`config.mk`:
```
export PLATFORM = sky130hd
export DESIGN_NAME = adc_sample_fifo
export DESIGN_NICKNAME = d
export VERILOG_FILES = /design/src/rtl/adc_fifo_pkg.sv /design/src/rtl/adc_fifo_ctrl.sv /design/src/rtl/adc_fifo_store.sv /design/src/rtl/adc_sample_fifo.sv
export SDC_FILE = /design/constraint.sdc
export NUM_CORES = 1
export LEC_CHECK = 0
export BUFFER_PORTS_ARGS = -buffer_cell sky130_fd_sc_hd__buf_4
export CORE_MARGIN = 8
export CORE_UTILIZATION = 25
export CTS_BUF_LIST = sky130_fd_sc_hd__clkbuf_8
export DETAILED_ROUTE_END_ITERATION = 6
export GPL_ROUTABILITY_DRIVEN = 0
export RECOVER_POWER = 25
export SYNTH_ARGS = -nofsm -noshare
export SYNTH_HDL_FRONTEND = slang
export SYNTH_SLANG_ARGS = --single-unit
```
`constraint.sdc`:
```
create_clock -name clk -period 2.5 [get_ports clk]
set_input_delay 0.375 -clock clk [delete_from_list [all_inputs] [get_ports clk]]
set_output_delay 0.375 -clock clk [all_outputs]
set_load 0.03 [all_outputs]
```
`src/rtl/adc_fifo_pkg.sv`:
```
package adc_fifo_pkg;
  typedef struct packed {
    logic empty;
    logic almost_full;
    logic full;
    logic overflow;
    logic underflow;
  } fifo_flags_t;
endpackage

```
`src/rtl/adc_fifo_ctrl.sv`:
```
module adc_fifo_ctrl
  import adc_fifo_pkg::*;
#(
  parameter int DEPTH = 4,
  localparam int PTR_W = (DEPTH > 1) ? $clog2(DEPTH) : 1,
  localparam int CNT_W = $clog2(DEPTH + 1)
) (
  input  logic             clk,
  input  logic             rst_n,
  input  logic             flush,
  input  logic             push,
  input  logic             pop,
  output logic             wr_ok,
  output logic             rd_ok,
  output logic [PTR_W-1:0] wptr,
  output logic [PTR_W-1:0] rptr,
  output fifo_flags_t      flags
);
  logic [CNT_W-1:0] count;
  logic             ovf_q, udf_q;
  logic             is_empty, is_full;

  function automatic logic [PTR_W-1:0] bump(input logic [PTR_W-1:0] p);
    return (p == PTR_W'(DEPTH - 1)) ? '0 : p + 1'b1;
  endfunction

  assign is_empty = (count == '0);
  assign is_full  = (count == CNT_W'(DEPTH));

  // Acceptance uses the state at the start of the cycle.
  assign wr_ok = push & ~is_full & ~ovf_q & ~flush;
  assign rd_ok = pop & ~is_empty & ~udf_q & ~flush;

  always_ff @(posedge clk) begin
    if (!rst_n || flush) begin
      wptr  <= '0;
      rptr  <= '0;
      count <= '0;
      ovf_q <= 1'b0;
      udf_q <= 1'b0;
    end else begin
      if (wr_ok) wptr <= bump(wptr);
      if (rd_ok) rptr <= bump(rptr);
      case ({wr_ok, rd_ok})
        2'b10:   count <= count + 1'b1;
        2'b01:   count <= count - 1'b1;
        default: count <= count;
      endcase
      if (push && (is_full || ovf_q)) ovf_q <= 1'b1;
      if (pop && (is_empty || udf_q)) udf_q <= 1'b1;
    end
  end

  always_comb begin
    flags.empty       = is_empty;
    flags.full        = is_full;
    flags.almost_full = (count == CNT_W'(DEPTH - 1)) && !is_full;
    flags.overflow    = ovf_q;
    flags.underflow   = udf_q;
  end
endmodule

```
`src/rtl/adc_fifo_store.sv`:
```
module adc_fifo_store #(
  parameter int DATA_W = 12,
  parameter int DEPTH  = 4,
  localparam int PTR_W = (DEPTH > 1) ? $clog2(DEPTH) : 1
) (
  input  logic              clk,
  input  logic              rst_n,
  input  logic              wr_ok,
  input  logic [PTR_W-1:0]  wptr,
  input  logic [DATA_W-1:0] wdata,
  input  logic              rd_ok,
  input  logic [PTR_W-1:0]  rptr,
  output logic [DATA_W-1:0] last_rd
);
  logic [DATA_W-1:0] slot [DEPTH];

  for (genvar i = 0; i < DEPTH; i++) begin : g_slot
    always_ff @(posedge clk) begin
      if (wr_ok && (wptr == PTR_W'(i))) slot[i] <= wdata;
    end
  end

  // Holds the last sample handed out; repeated on underflowing reads.
  always_ff @(posedge clk) begin
    if (!rst_n)     last_rd <= '0;
    else if (rd_ok) last_rd <= slot[rptr];
  end
endmodule

```
`src/rtl/adc_sample_fifo.sv`:
```
module adc_sample_fifo
  import adc_fifo_pkg::*;
#(
  parameter int DATA_W = 12,
  parameter int DEPTH  = 4
) (
  input  logic              clk,
  input  logic              rst_n,
  input  logic              flush,
  input  logic              adc_valid,
  input  logic [DATA_W-1:0] adc_data,
  input  logic              cpu_wr_en,
  input  logic [DATA_W-1:0] cpu_wr_data,
  input  logic              cpu_rd_en,
  output logic [DATA_W-1:0] rd_data,
  output logic              empty,
  output logic              almost_full,
  output logic              full,
  output logic              overflow,
  output logic              underflow
);
  localparam int PTR_W = (DEPTH > 1) ? $clog2(DEPTH) : 1;

  logic              push, wr_ok, rd_ok;
  logic [DATA_W-1:0] push_data;
  logic [PTR_W-1:0]  wptr, rptr;
  fifo_flags_t       flags;

  // Converter wins a same-cycle collision with a processor write.
  assign push      = adc_valid | cpu_wr_en;
  assign push_data = adc_valid ? adc_data : cpu_wr_data;

  adc_fifo_ctrl #(.DEPTH(DEPTH)) u_ctrl (
    .clk   (clk),
    .rst_n (rst_n),
    .flush (flush),
    .push  (push),
    .pop   (cpu_rd_en),
    .wr_ok (wr_ok),
    .rd_ok (rd_ok),
    .wptr  (wptr),
    .rptr  (rptr),
    .flags (flags)
  );

  adc_fifo_store #(.DATA_W(DATA_W), .DEPTH(DEPTH)) u_store (
    .clk     (clk),
    .rst_n   (rst_n),
    .wr_ok   (wr_ok),
    .wptr    (wptr),
    .wdata   (push_data),
    .rd_ok   (rd_ok),
    .rptr    (rptr),
    .last_rd (rd_data)
  );

  assign empty       = flags.empty;
  assign almost_full = flags.almost_full;
  assign full        = flags.full;
  assign overflow    = flags.overflow;
  assign underflow   = flags.underflow;
endmodule

```
[Word level (Yosys, flattened, before mapping)]
Memory sizes are Yosys's and may differ from the RTL's. A register that Yosys moved wholly into a read port is not among the register bits.
Cells that the tools add are included.
Storage, ports and cells
  bits in registers: 9
  memory bits (writable): 48
  input port bits: 30
  logic and storage cells: 70
  memories: 1
Memories
  u_store.slot: words 4, bits a word 12, rd ports 1, clocked after Yosys merged registers in 1, write ports 1, RTL line adc_fifo_store.sv:15  | logic [DATA_W-1:0] slot [DEPTH];
Operators by class
  add/subtract/negate cells: 4
  equal/unequal tests: 8
  mux-type cells: 21
  bitwise operators: 12
  reduce and logical (&&, ||, !) cells: 19
Operators with widths (count)
  $mux 12: 4
  $reduce_or 12->1: 3
  $mux 1: 11
  $mux 2: 5
  $eq 2x2->1 const B: 4
  $logic_and 1x1->1: 7
  $and 1x1->1: 6
  $pmux 3 s2: 1
  $not 1->1: 5
  $add 2x1->2 const B: 2
  $eq 2x1->1 const B: 2
  $add 3x1->3 const B: 1
  $eq 3x2->1 const B: 1
  $eq 3x3->1 const B: 1
  $logic_not 1->1: 3
  $logic_not 3->1: 1
  $logic_or 1x1->1: 3
  $sub 3x1->3 const B: 1
  $logic_not 2->1: 1
  $reduce_bool 2->1: 1
  $or 1x1->1: 1

[Longest topological paths before layout]
Gate-level depths: netlist of run 1.
  word-level depth: 12
  depth in mapped cells: 10
  gate-level depth less buffers: 9

[By module]
Synthesis of run 1 repeated with hierarchy kept, for this count alone.
Second synthesis, totals
  cells, all modules: 194
  area, all modules: 2905.3 µm²
By module, submodules not included
  adc_fifo_store: instances 1, cells an instance 122, area each 2228.4 µm²
  adc_fifo_ctrl: instances 1, cells an instance 58, area each 490.5 µm²
  adc_sample_fifo: instances 1, cells an instance 14, area each 186.4 µm²

[Least setup slack after synthesis of run 1]
Ideal clock, no wire load.
  path kind: register to register
  start: register u_ctrl.udf_q
  end: register u_ctrl.count[2]
  setup time: 70 ps
  data arrival time: 2413 ps
  path slack: 17 ps
  stages on the path, launching flop included: 10
  path buffers: 1
  clock period less this slack: 2483 ps
  cells stage by stage: dfxtp_1 -> or3b_4 -> nor2_1 -> buf_2 -> ha_1 -> inv_1 -> fa_1 -> xor2_1 -> or3_1 -> a21oi_1
On the way
  longest elaborated chain between the ends: 5
  elaborated cells between the ends (all ways): 7
RTL lines
  from (decl): RTL line adc_fifo_ctrl.sv:20  | logic ovf_q, udf_q;
  from (signal assigned): RTL line adc_fifo_ctrl.sv:40  | udf_q <= 1'b0;
  from (signal assigned): RTL line adc_fifo_ctrl.sv:50  | if (pop && (is_empty || udf_q)) udf_q <= 1'b1;
  $not 1->1 (*): RTL line adc_fifo_ctrl.sv:32  | assign rd_ok = pop & ~is_empty & ~udf_q & ~flush;
  $and 1x1->1 (*) (2 in a row): RTL line adc_fifo_ctrl.sv:32
  net rd_ok: RTL line adc_sample_fifo.sv:24  | logic push, wr_ok, rd_ok;
  $eq 2x1->1 / $eq 2x2->1 (equally long branches): RTL line adc_fifo_ctrl.sv:44  | case ({wr_ok, rd_ok})
  $pmux 3 s2 / $reduce_bool 2->1 (equally long branches)
  to (signal assigned): RTL line adc_fifo_ctrl.sv:45  | 2'b10: count <= count + 1'b1;
  to (signal assigned): RTL line adc_fifo_ctrl.sv:46  | 2'b01: count <= count - 1'b1;
  to (signal assigned): RTL line adc_fifo_ctrl.sv:47  | default: count <= count;
  to (decl): RTL line adc_fifo_ctrl.sv:19  | logic [CNT_W-1:0] count;
Mark *: on every way through the listed nets, which the timed path passes. The rest lies on a longest branch.
A chain may end at the register's enable or synchronous reset.

[Worst setup path after layout of run 1]
  start: register u_ctrl.count[0]
  end: register u_ctrl.count[2]
On the way
  longest elaborated chain between the ends: 7
  elaborated cells between the ends (all ways): 16
RTL lines (RTL line)
  $eq 3x3->1 / $logic_not 3->1 (equally long branches): adc_fifo_ctrl.sv:28, adc_fifo_ctrl.sv:27
  $not 1->1 (on tied branches): adc_fifo_ctrl.sv:31, adc_fifo_ctrl.sv:32
  $and 1x1->1 (on tied branches) (3 in a row): adc_fifo_ctrl.sv:31, adc_fifo_ctrl.sv:32
  $eq 2x1->1 / $eq 2x2->1 (equally long branches): adc_fifo_ctrl.sv:44
  $pmux 3 s2 / $reduce_bool 2->1 (equally long branches)
Several ways; a longest one is shown, not always the timed one.

==> reports/summary.txt, run 1 <==
sequential-to-total area share from yosys stat -> 65.5%
synthesized area per cell -> 15.7 sq um
Max Root-Sink Buffers -> 2
total CTS buffers -> 9
Post-synth EDFFs -> 48
# setup viols final -> 0
dpl hpwl -> 4.08 mm
Worst setup EP type -> flip-flop
Yosys top cell area share -> 50.7%
first-pass GRT wire length -> 8.87 mm
Top-Level Pins -> 47
Startpoint Class -> flip-flop
Pins Over Slew Limit -> 0
hold path start -> cpu_rd_en
WP data arrival -> 2600 ps
CP max FO -> 5
Post-CTS Setup Repair Bufs -> 0
TritonCTS clock tree -> built
Routed WL -> 5.52 mm
Yosys reg bits -> 69
Initial Util -> 25.2%
worst ir drop on vdd -> 0.000231 V
reg2reg path depth -> 9
post-layout net count -> 273
vias in the first global route -> 1774
Post-synth top flop -> edfxtp_1
Hold Path Depth -> 3
# H-tree levels -> 3
CTS sink count -> 69
Root Driver -> clkbuf_8
drt drc -> 0
final period utilization -> 93.8%
max cap viols -> 0
worst reg2reg path startpoint -> u_ctrl.count[0]
port bufs -> 46
DR pass1 iterations -> 4
initial DRC count -> 47
core area -> 11300 sq um
Min-Delay Endpoint -> u_ctrl.udf_q
Rows -> 39
largest cells by area after synthesis -> edfxtp_1 (51%), dfxtp_1 (15%), mux4_2 (9.5%)
Detail Route Antenna Nets -> 0
Clk pin slew, worst setup/hold paths -> 60 ps
Gate Count Post-Synth -> 181
Leakage -> 0.00125 uW
Fin Setup TNS -> 0 ps
PwrDens -> 630 nW/um^2
relative slew slack -> 41.1%
hold crit path type -> in -> reg
ys async rst share -> 0%
height of the die -> 123 microns
die area -> 15000 sq um
routed len/inst -> 14.4 microns
Post-synth top cells -> edfxtp_1 (48), dfxtp_1 (21)
Yosys cell types -> 31
area grow syn2layout -> 24.6%
Diodes inserted -> 0
Peak Freq -> 426 MHz
vias per cell -> 4.30
initial antenna violation count -> 0
flop-to-flop setup slack -> 150 ps
CTS hold repair buffers -> 0
Final Power -> 2230 uW
skew final -> 9.12 ps
Yosys Warn Count -> 0
worst slew pin tran -> 882 ps
FF-to-FF End -> u_ctrl.count[2]
GRT Util Overall -> 7.91%
leading area contributor after synthesis -> edfxtp_1
Final Hold Fails -> 0
unrepaired setup endpoints after global routing -> no
Final min period -> 2350 ps
Post-Syn Nets -> 218
crit path kind -> reg -> reg
count leader, synth -> edfxtp_1
largest net degree at the start of global routing -> 16
status -> completed
CP required -> 2760 ps
GRT overflow -> 0
DR vias -> 1645
layout cell share with drive strength beyond 1 -> 35.8%
Die W -> 123 microns
cell area after synthesis -> 2840 sq um
worst-skew pair later-pin latency -> 340 ps
==> registers in the layout (all words and copies together), names as in the netlist <==
register,flops
u_ctrl.count,3
u_ctrl.ovf_q,1
u_ctrl.rptr,2
u_ctrl.udf_q,1
u_ctrl.wptr,2
u_store.last_rd,12
u_store.slot,48
==> what timing repair did <==
item | 4_1_cts | 5_1_grt
setup endpoints to repair | 0 | 1
hold endpoints to repair | 0 | 0
gates resized for setup | 0 | 1
==> layer usage <==
layer / routed length [microns] / track usage [%] / vias up
met2: 2760 / 13.0 / 34
met3: 209 / 2.39 / 8
met5: 0 / 0 / -
met4: 101 / 4.80 / 0
met1: 2440 / 8.95 / 808
li1: - / - / 795
==> cells by family (layout without fill, tap and decap cells) <==
group / count (synthesis) / after routing / synth area share (%)
fa+ha+maj: 7 / 7 / 3.34
compound gates: 25 / 25 / 6.25
xor+xnor: 2 / 2 / 0.616
mux: 24 / 24 / 14.3
buf+inv: 17 / 76 / 2.77
simple gates: 37 / 37 / 7.30
flops: 69 / 69 / 65.5
==> worst max-delay path by stage <==
| stage | slack, ps | end | cells after the start | from |
|---|---|---|---|---|
| 3_3_place_gp | 180 | u_ctrl.count[2] | 10 | cpu_wr_en |
| 6_report | 150 | u_ctrl.count[2] | 9 | u_ctrl.count[0] |
| 5_1_grt | 30 | u_ctrl.count[2] | 9 | u_ctrl.count[0] |
| 4_1_cts | 110 | u_ctrl.count[2] | 9 | u_ctrl.count[2] |
| 2_1_floorplan | 20 | u_ctrl.count[2] | 9 | u_ctrl.udf_q |
| 3_5_place_dp | 60 | u_ctrl.count[2] | 9 | flush |
==> cell usage in the layout (no fill, tap or decap), types with 8 or more instances in the layout <==
cell type | netlist | routed
inv_1 | 7 | 10
clkbuf_8 | 0 | 9
edfxtp_1 | 48 | 48
nor2_1 | 8 | 8
dfxtp_1 | 21 | 20
a21oi_1 | 8 | 8
nand2_1 | 12 | 12
mux2_1 | 0 | 8
buf_4 | 1 | 52
mux4_2 | 12 | 12
o2bb2ai_1 | 12 | 12
==> area by class of cell <==
cell class                      instances  area, sq um
Inverter                                7         26.3
Clock inverter                          6         50.0
Clock buffer                            9          124
Tap cell                              143          179
Sequential cell                        69         1860
Multi-Input combinational cell         95          903
Timing Repair Buffer                   54          398
Fill cell                            1118         7730
==> critical path: stages, from the launching register on <==
cell,delay [ps]
dfxtp_1,360
or3b_1,410
and3_1,200
inv_1,70
ha_1,180
inv_1,60
fa_1,380
xor2_1,160
or3_1,300
a21oi_1,140
==> through the flow <==
step	instances	area (sq um)	utilization [%]	setup slack [ps]	hold WS, ps
floorplan	181	2840	-	16.5	513
global placement	368	3380	29.9	176	452
detailed placement	368	3380	29.9	64.7	458
CTS	383	3550	31.5	106	252
global route	383	3540	31.4	26.8	256
finish	383	3540	31.4	154	271
==> power by group <==
part / internal, uW / total, uW / switching (uW)
clock: 439 / 811 / 372
combinational: 78.1 / 157 / 79.3
sequential: 1250 / 1260 / 9.88
total: 1770 / 2230 / 462
(Power assumes the default switching activity.)
==> run 2, diff against run 1 <==
--- a/config.mk
+++ b/config.mk
@@ -5,9 +5,10 @@
 export SDC_FILE = /design/constraint.sdc
 export NUM_CORES = 1
 export LEC_CHECK = 0
+export ABC_AREA = 1
 export BUFFER_PORTS_ARGS = -buffer_cell sky130_fd_sc_hd__buf_4
 export CORE_MARGIN = 8
-export CORE_UTILIZATION = 25
+export CORE_UTILIZATION = 40
 export CTS_BUF_LIST = sky130_fd_sc_hd__clkbuf_8
 export DETAILED_ROUTE_END_ITERATION = 6
 export GPL_ROUTABILITY_DRIVEN = 0
==> run 2 against run 1 <==
Compared with the run above: worst setup slack better by 310 ps; global-route usage up 4.0 points; final cell count up 43%; clock power up 39%; sequential power about the same; non-clock buffer count down 2; die area down 25%; critical endpoint is now u_ctrl.count[1]; largest cell class unchanged.
==> reports/summary.txt, run 2 <==
Gate Count Post-Synth -> 387
status -> completed
largest net degree at the start of global routing -> 26
port bufs -> 46
Pins Over Slew Limit -> 0
Max Root-Sink Buffers -> 2
synthesized area per cell -> 8.42 sq um
die area -> 11300 sq um
Post-CTS Resized -> 0
count leader, synth -> nand2_1
Initial Util -> 40.5%
# H-tree levels -> 3
Finished Core Util -> 48.9%
Leakage -> 0.00197 uW
Post-CTS Setup Repair Bufs -> 0
relative slew slack -> 52.9%
GRT Util Overall -> 11.9%
cell area after synthesis -> 3260 sq um
register area -> 1860 sq um
Most flops, register -> u_store.slot
Fillers -> 781
registers with the most flip-flops -> u_store.slot: 48 flops, u_store.last_rd: 12 flops, u_ctrl.count: 3 flops
Yosys reg bits -> 69
total CTS buffers -> 9
Detail Route Antenna Nets -> 0
initial antenna violation count -> 0
Yosys cell types -> 25
CP max FO -> 25
largest cells by area after synthesis -> edfxtp_1 (44%), nand2_1 (15%), dfxtp_1 (13%)
worst slew pin tran -> 707 ps
unrepaired setup endpoints after global routing -> no
max cap viols -> 0
Rows -> 33
worst-skew pair later-pin latency -> 340 ps
dpl hpwl -> 4.37 mm
# setup viols final -> 0
CTS sink count -> 69
post-layout net count -> 475
DR pass1 iterations -> 4
DR vias -> 2330
vias in the first global route -> 2130
drt drc -> 0
CTS hold repair buffers -> 0
Yosys top cell area share -> 44.3%
worst ir drop on vdd -> 0.000280 V
leading area contributor after synthesis -> edfxtp_1
Post-Syn Nets -> 424
initial DRC count -> 71
Root Driver -> clkbuf_8
routed len/inst -> 11.4 microns
CP required -> 2750 ps
area grow syn2layout -> 20.9%
Startpoint Class -> flip-flop
Worst setup EP type -> flip-flop
Fin Setup TNS -> 0 ps
Post-synth top flop -> edfxtp_1
Final Power -> 2630 uW
layout cell share with drive strength beyond 1 -> 17.4%
TritonCTS clock tree -> built
final period utilization -> 81.3%
PwrDens -> 669 nW/um^2
ys async rst share -> 0%
skew final -> 9.95 ps
height of the die -> 106 microns
crit path kind -> reg -> reg
most frequent cells in the layout -> nand2_1 (132), inv_1 (78), buf_4 (51)
Yosys Warn Count -> 0
Clk pin slew, worst setup/hold paths -> 70 ps
core area -> 8050 sq um
Diodes inserted -> 0
first-pass GRT wire length -> 10.4 mm
Final Hold Fails -> 0
hold crit path type -> in -> reg
vias per cell -> 4.25
Multi-input gate area -> 986 sq um
Final min period -> 2030 ps
Routed WL -> 6.27 mm
Post-synth EDFFs -> 48
Largest register FFs -> 48
Post-synth top cells -> nand2_1 (132), inv_1 (78), edfxtp_1 (48), nor2_1 (40), nand3_1 (27)
sequential-to-total area share from yosys stat -> 57.2%
WP data arrival -> 2290 ps
most common cell after layout, fill and taps aside -> nand2_1
Die W -> 106 microns
GRT overflow -> 0
Peak Freq -> 492 MHz
Top-Level Pins -> 47
==> run 2: changes by cell type after synthesis, sizes merged, moves of 12 or more <==
| cell | before | now |
|---|---|---|
| mux2 | 12 | 0 |
| nor2 | 8 | 42 |
| o2bb2ai | 12 | 0 |
| mux4 | 12 | 0 |
| nand2 | 12 | 135 |
| inv | 7 | 83 |
| nand3 | 0 | 28 |
==> run 2: per-stage QoR <==
step	instance area, sq um	cells	worst slack [ps]	hold slack, ps
floorplan	3260	387	690	483
global placement	3690	532	430	462
detailed placement	3690	532	377	471
CTS	3950	548	533	285
global route	3940	548	234	312
finish	3940	548	467	306
==> run 2: area by class of cell <==
cell class / instances / share of cell area (%)
sequential: 69 / 47.3
multi-input combinational: 223 / 25.0
timing repair buffer: 52 / 9.82
inverter: 83 / 7.98
clock buffer: 11 / 3.84
tap: 105 / 3.34
clock inverter: 5 / 2.70
==> run 2: where the power goes <==
part / leakage [uW] / total [uW] / switching, uW / internal (uW)
Clock: 0.000126 / 1130 / 411 / 719
Sequential: 0.000611 / 1280 / 12.8 / 1260
Combinational: 0.00123 / 227 / 140 / 87.4
Total: 0.00197 / 2630 / 563 / 2070
==> run 2: logic make-up after synthesis <==
logic type	share of synthesized area, %
and+or+nand+nor	26.4
buffers and inverters	12.4
DFF	57.2
AOI/OAI and AO/OA	1.15
adders and majority gates	2.92
==> run 2: worst paths after layout <==
check	startpoint	end	slack [ps]	cells past startpoint
setup reg to reg	u_ctrl.count[2]	u_ctrl.count[1]	470	8
hold reg to reg	u_ctrl.udf_q	u_ctrl.udf_q	480	2
setup / recovery	u_ctrl.count[2]	u_ctrl.count[1]	470	8
hold / removal	cpu_rd_en	u_ctrl.udf_q	310	3
==> run 2: worst max-delay path, cell delays in order, from the launching register on <==
cell and delay, ps:
dfxtp_1 330, inv_1 90, nand3_1 180, nand2_4 280
inv_1 110, ha_1 220, inv_1 90, fa_1 420
a211oi_1 230
==> run 2: per-layer routing <==
metal	track usage (%)	vias to the layer above	wire, microns
met2	17.4	45	2780
met5	0	-	0
met3	3.63	8	326
li1	-	1267	-
met1	15.6	1010	3050
met4	6.03	0	110
==> run 3, diff against run 2 <==
==> constraint.sdc (replaced) <==
create_clock -name clk -period 1.95 [get_ports clk]
set_input_delay 0.2925 -clock clk [delete_from_list [all_inputs] [get_ports clk]]
set_output_delay 0.2925 -clock clk [all_outputs]
set_load 0.03 [all_outputs]
==> run 3 against run 2 <==
Compared with the run above: final cell count increased by 0.55%; cell area increased by 2.2%; clock skew decreased by 0.87 ps; worst setup slack got worse by 290 ps; wire length increased by 1.5%; sequential power increased by 27%; register-to-register slack got worse by 290 ps; total power increased by 41%; hold slack got worse by 90 ps; global-route usage about the same; largest power group is now clock.
==> reports/summary.txt, run 3 (same netlist as run 2, synthesis figures left out) <==
most common cell after layout, fill and taps aside -> nand2_1
die area -> 11300 sq um
Clk pin slew, worst setup/hold paths -> 80 ps
Top-Level Pins -> 47
Pins Over Slew Limit -> 0
final period utilization -> 91.1%
layout cell share with drive strength beyond 1 -> 18.4%
Diodes inserted -> 0
CP required -> 2200 ps
Clock power frac -> 47.8%
Seq pwr share -> 44.2%
Most flops, register -> u_store.slot
Final Power -> 3700 uW
# H-tree levels -> 3
crit path kind -> reg -> reg
height of the die -> 106 microns
final critical-path setup slack -> 174 ps
routed len/inst -> 11.5 microns
post-layout net count -> 478
drt drc -> 0
hold path start -> cpu_rd_en
# setup viols final -> 0
Startpoint Class -> flip-flop
Min Hold Slack -> 216 ps
skew final -> 9.08 ps
registers with the most flip-flops -> u_store.slot: 48 flops, u_store.last_rd: 12 flops, u_ctrl.count: 3 flops
total CTS buffers -> 9
DR vias -> 2343
worst-skew pair later-pin latency -> 330 ps
initial antenna violation count -> 0
vias per cell -> 4.25
Worst setup EP type -> flip-flop
Worst Setup SP -> u_ctrl.ovf_q
Fin Setup TNS -> 0 ps
dpl hpwl -> 4.43 mm
core area -> 8050 sq um
Initial Util -> 40.5%
Detail Route Antenna Nets -> 0
WP data arrival -> 2030 ps
port bufs -> 46
power share of the combinational group -> 8.1%
Int Power -> 2970 uW
most frequent cells in the layout -> nand2_1 (132), inv_1 (78), buf_4 (53)
CTS sink count -> 69
max cap viols -> 0
worst ir drop on vdd -> 0.000500 V
worst slew pin tran -> 704 ps
Sw Pwr -> 728 uW
Max Root-Sink Buffers -> 2
hold crit path type -> in -> reg
unrepaired setup endpoints after global routing -> no
initial DRC count -> 64
GRT overflow -> 0
Die W -> 106 microns
DR pass1 iterations -> 4
status -> completed
worst reg2reg path startpoint -> u_ctrl.ovf_q
slowest cell on the critical path -> fa_1
relative slew slack -> 53.1%
Leakage -> 0.00202 uW
largest net degree at the start of global routing -> 25
Peak Freq -> 563 MHz
switch share -> 19.7%
pre-CTS WS -> 79.3 ps
Routed WL -> 6.36 mm
max incr delay on CP -> 410 ps
Rows -> 33
PwrDens -> 919 nW/um^2
Post-CTS Setup Repair Bufs -> 0
most used cell, CP -> inv_1
area grow syn2layout -> 23.6%
Top Family by Delay on Critical Path -> adder cells
CP max FO -> 7
Final Hold Fails -> 0
Root Driver -> clkbuf_8
first-pass GRT wire length -> 10.6 mm
vias in the first global route -> 2302
CP bufs+invs -> 2
TritonCTS clock tree -> built
Largest register FFs -> 48
GRT Util Overall -> 11.8%
Finished Core Util -> 50.0%
Final min period -> 1780 ps
critical path cell sequence -> inv_1 > nand2_1 > nor2_1 > nand2_4 > ha_1 > inv_1 > fa_1 > a211oi_1
-- run 3: changes by cell type in the layout (fill, tap and decap cells not counted), sizes merged --
cell / before / now
bufinv: 3 / 6
buf: 51 / 53
clkbuf: 12 / 11
clkinvlp: 1 / 0
-- run 3: through the flow --
| step | instance area, sq um | cells |
|---|---|---|
| after floorplan | 3260 | 387 |
| after global placement | 3710 | 535 |
| after detailed placement | 3710 | 535 |
| after CTS | 4020 | 551 |
| after global routing | 4030 | 551 |
| final | 4030 | 551 |
-- run 3: final cells by class --
class	count	area (sq um)
clock buffers	9	124
clock inverters	7	185
fillers	796	4030
inverters	83	314
multi-input cells	223	998
flip-flops and latches	69	1860
well taps	105	131
repair buffers	55	409
-- run 3: worst paths after layout --
path	endpoint	cells after the start	slack (ps)
setup reg to reg	u_ctrl.count[1]	8	170
hold / removal	u_ctrl.udf_q	3	220
setup / recovery	u_ctrl.count[1]	8	170
hold reg to reg	u_ctrl.ovf_q	2	470
-- run 3: what timing repair did --
item                       4_1_cts  5_1_grt
hold buffers                     0        0
resized for setup                0        3
setup endpoints to repair        0        1
-- run 3: power groups by stage --
| stage | clock network [uW] | registers [uW] | logic [uW] |
|---|---|---|---|
| final | 1770 | 1630 | 298 |
| after global routing | 1860 | 1640 | 341 |
| after CTS | 1800 | 1630 | 303 |
| after detailed placement | 0 | 1670 | 303 |
| after global placement | 0 | 1670 | 297 |
| after floorplan | 0 | 1690 | 164 |
-- run 3: routing by layer --
| layer | wire (microns) | track usage, % | vias up |
|---|---|---|---|
| li1 | - | - | 1270 |
| met1 | 3150 | 15.2 | 1029 |
| met2 | 2900 | 18.5 | 39 |
| met3 | 238 | 2.72 | 5 |
| met4 | 76 | 5.83 | 0 |
| met5 | 0 | 0 | - |
-- run 3: tightest hold or removal path, cell delays in order --
cell     delay, ps
buf_4          110
nand2_1         50
a21oi_1         50
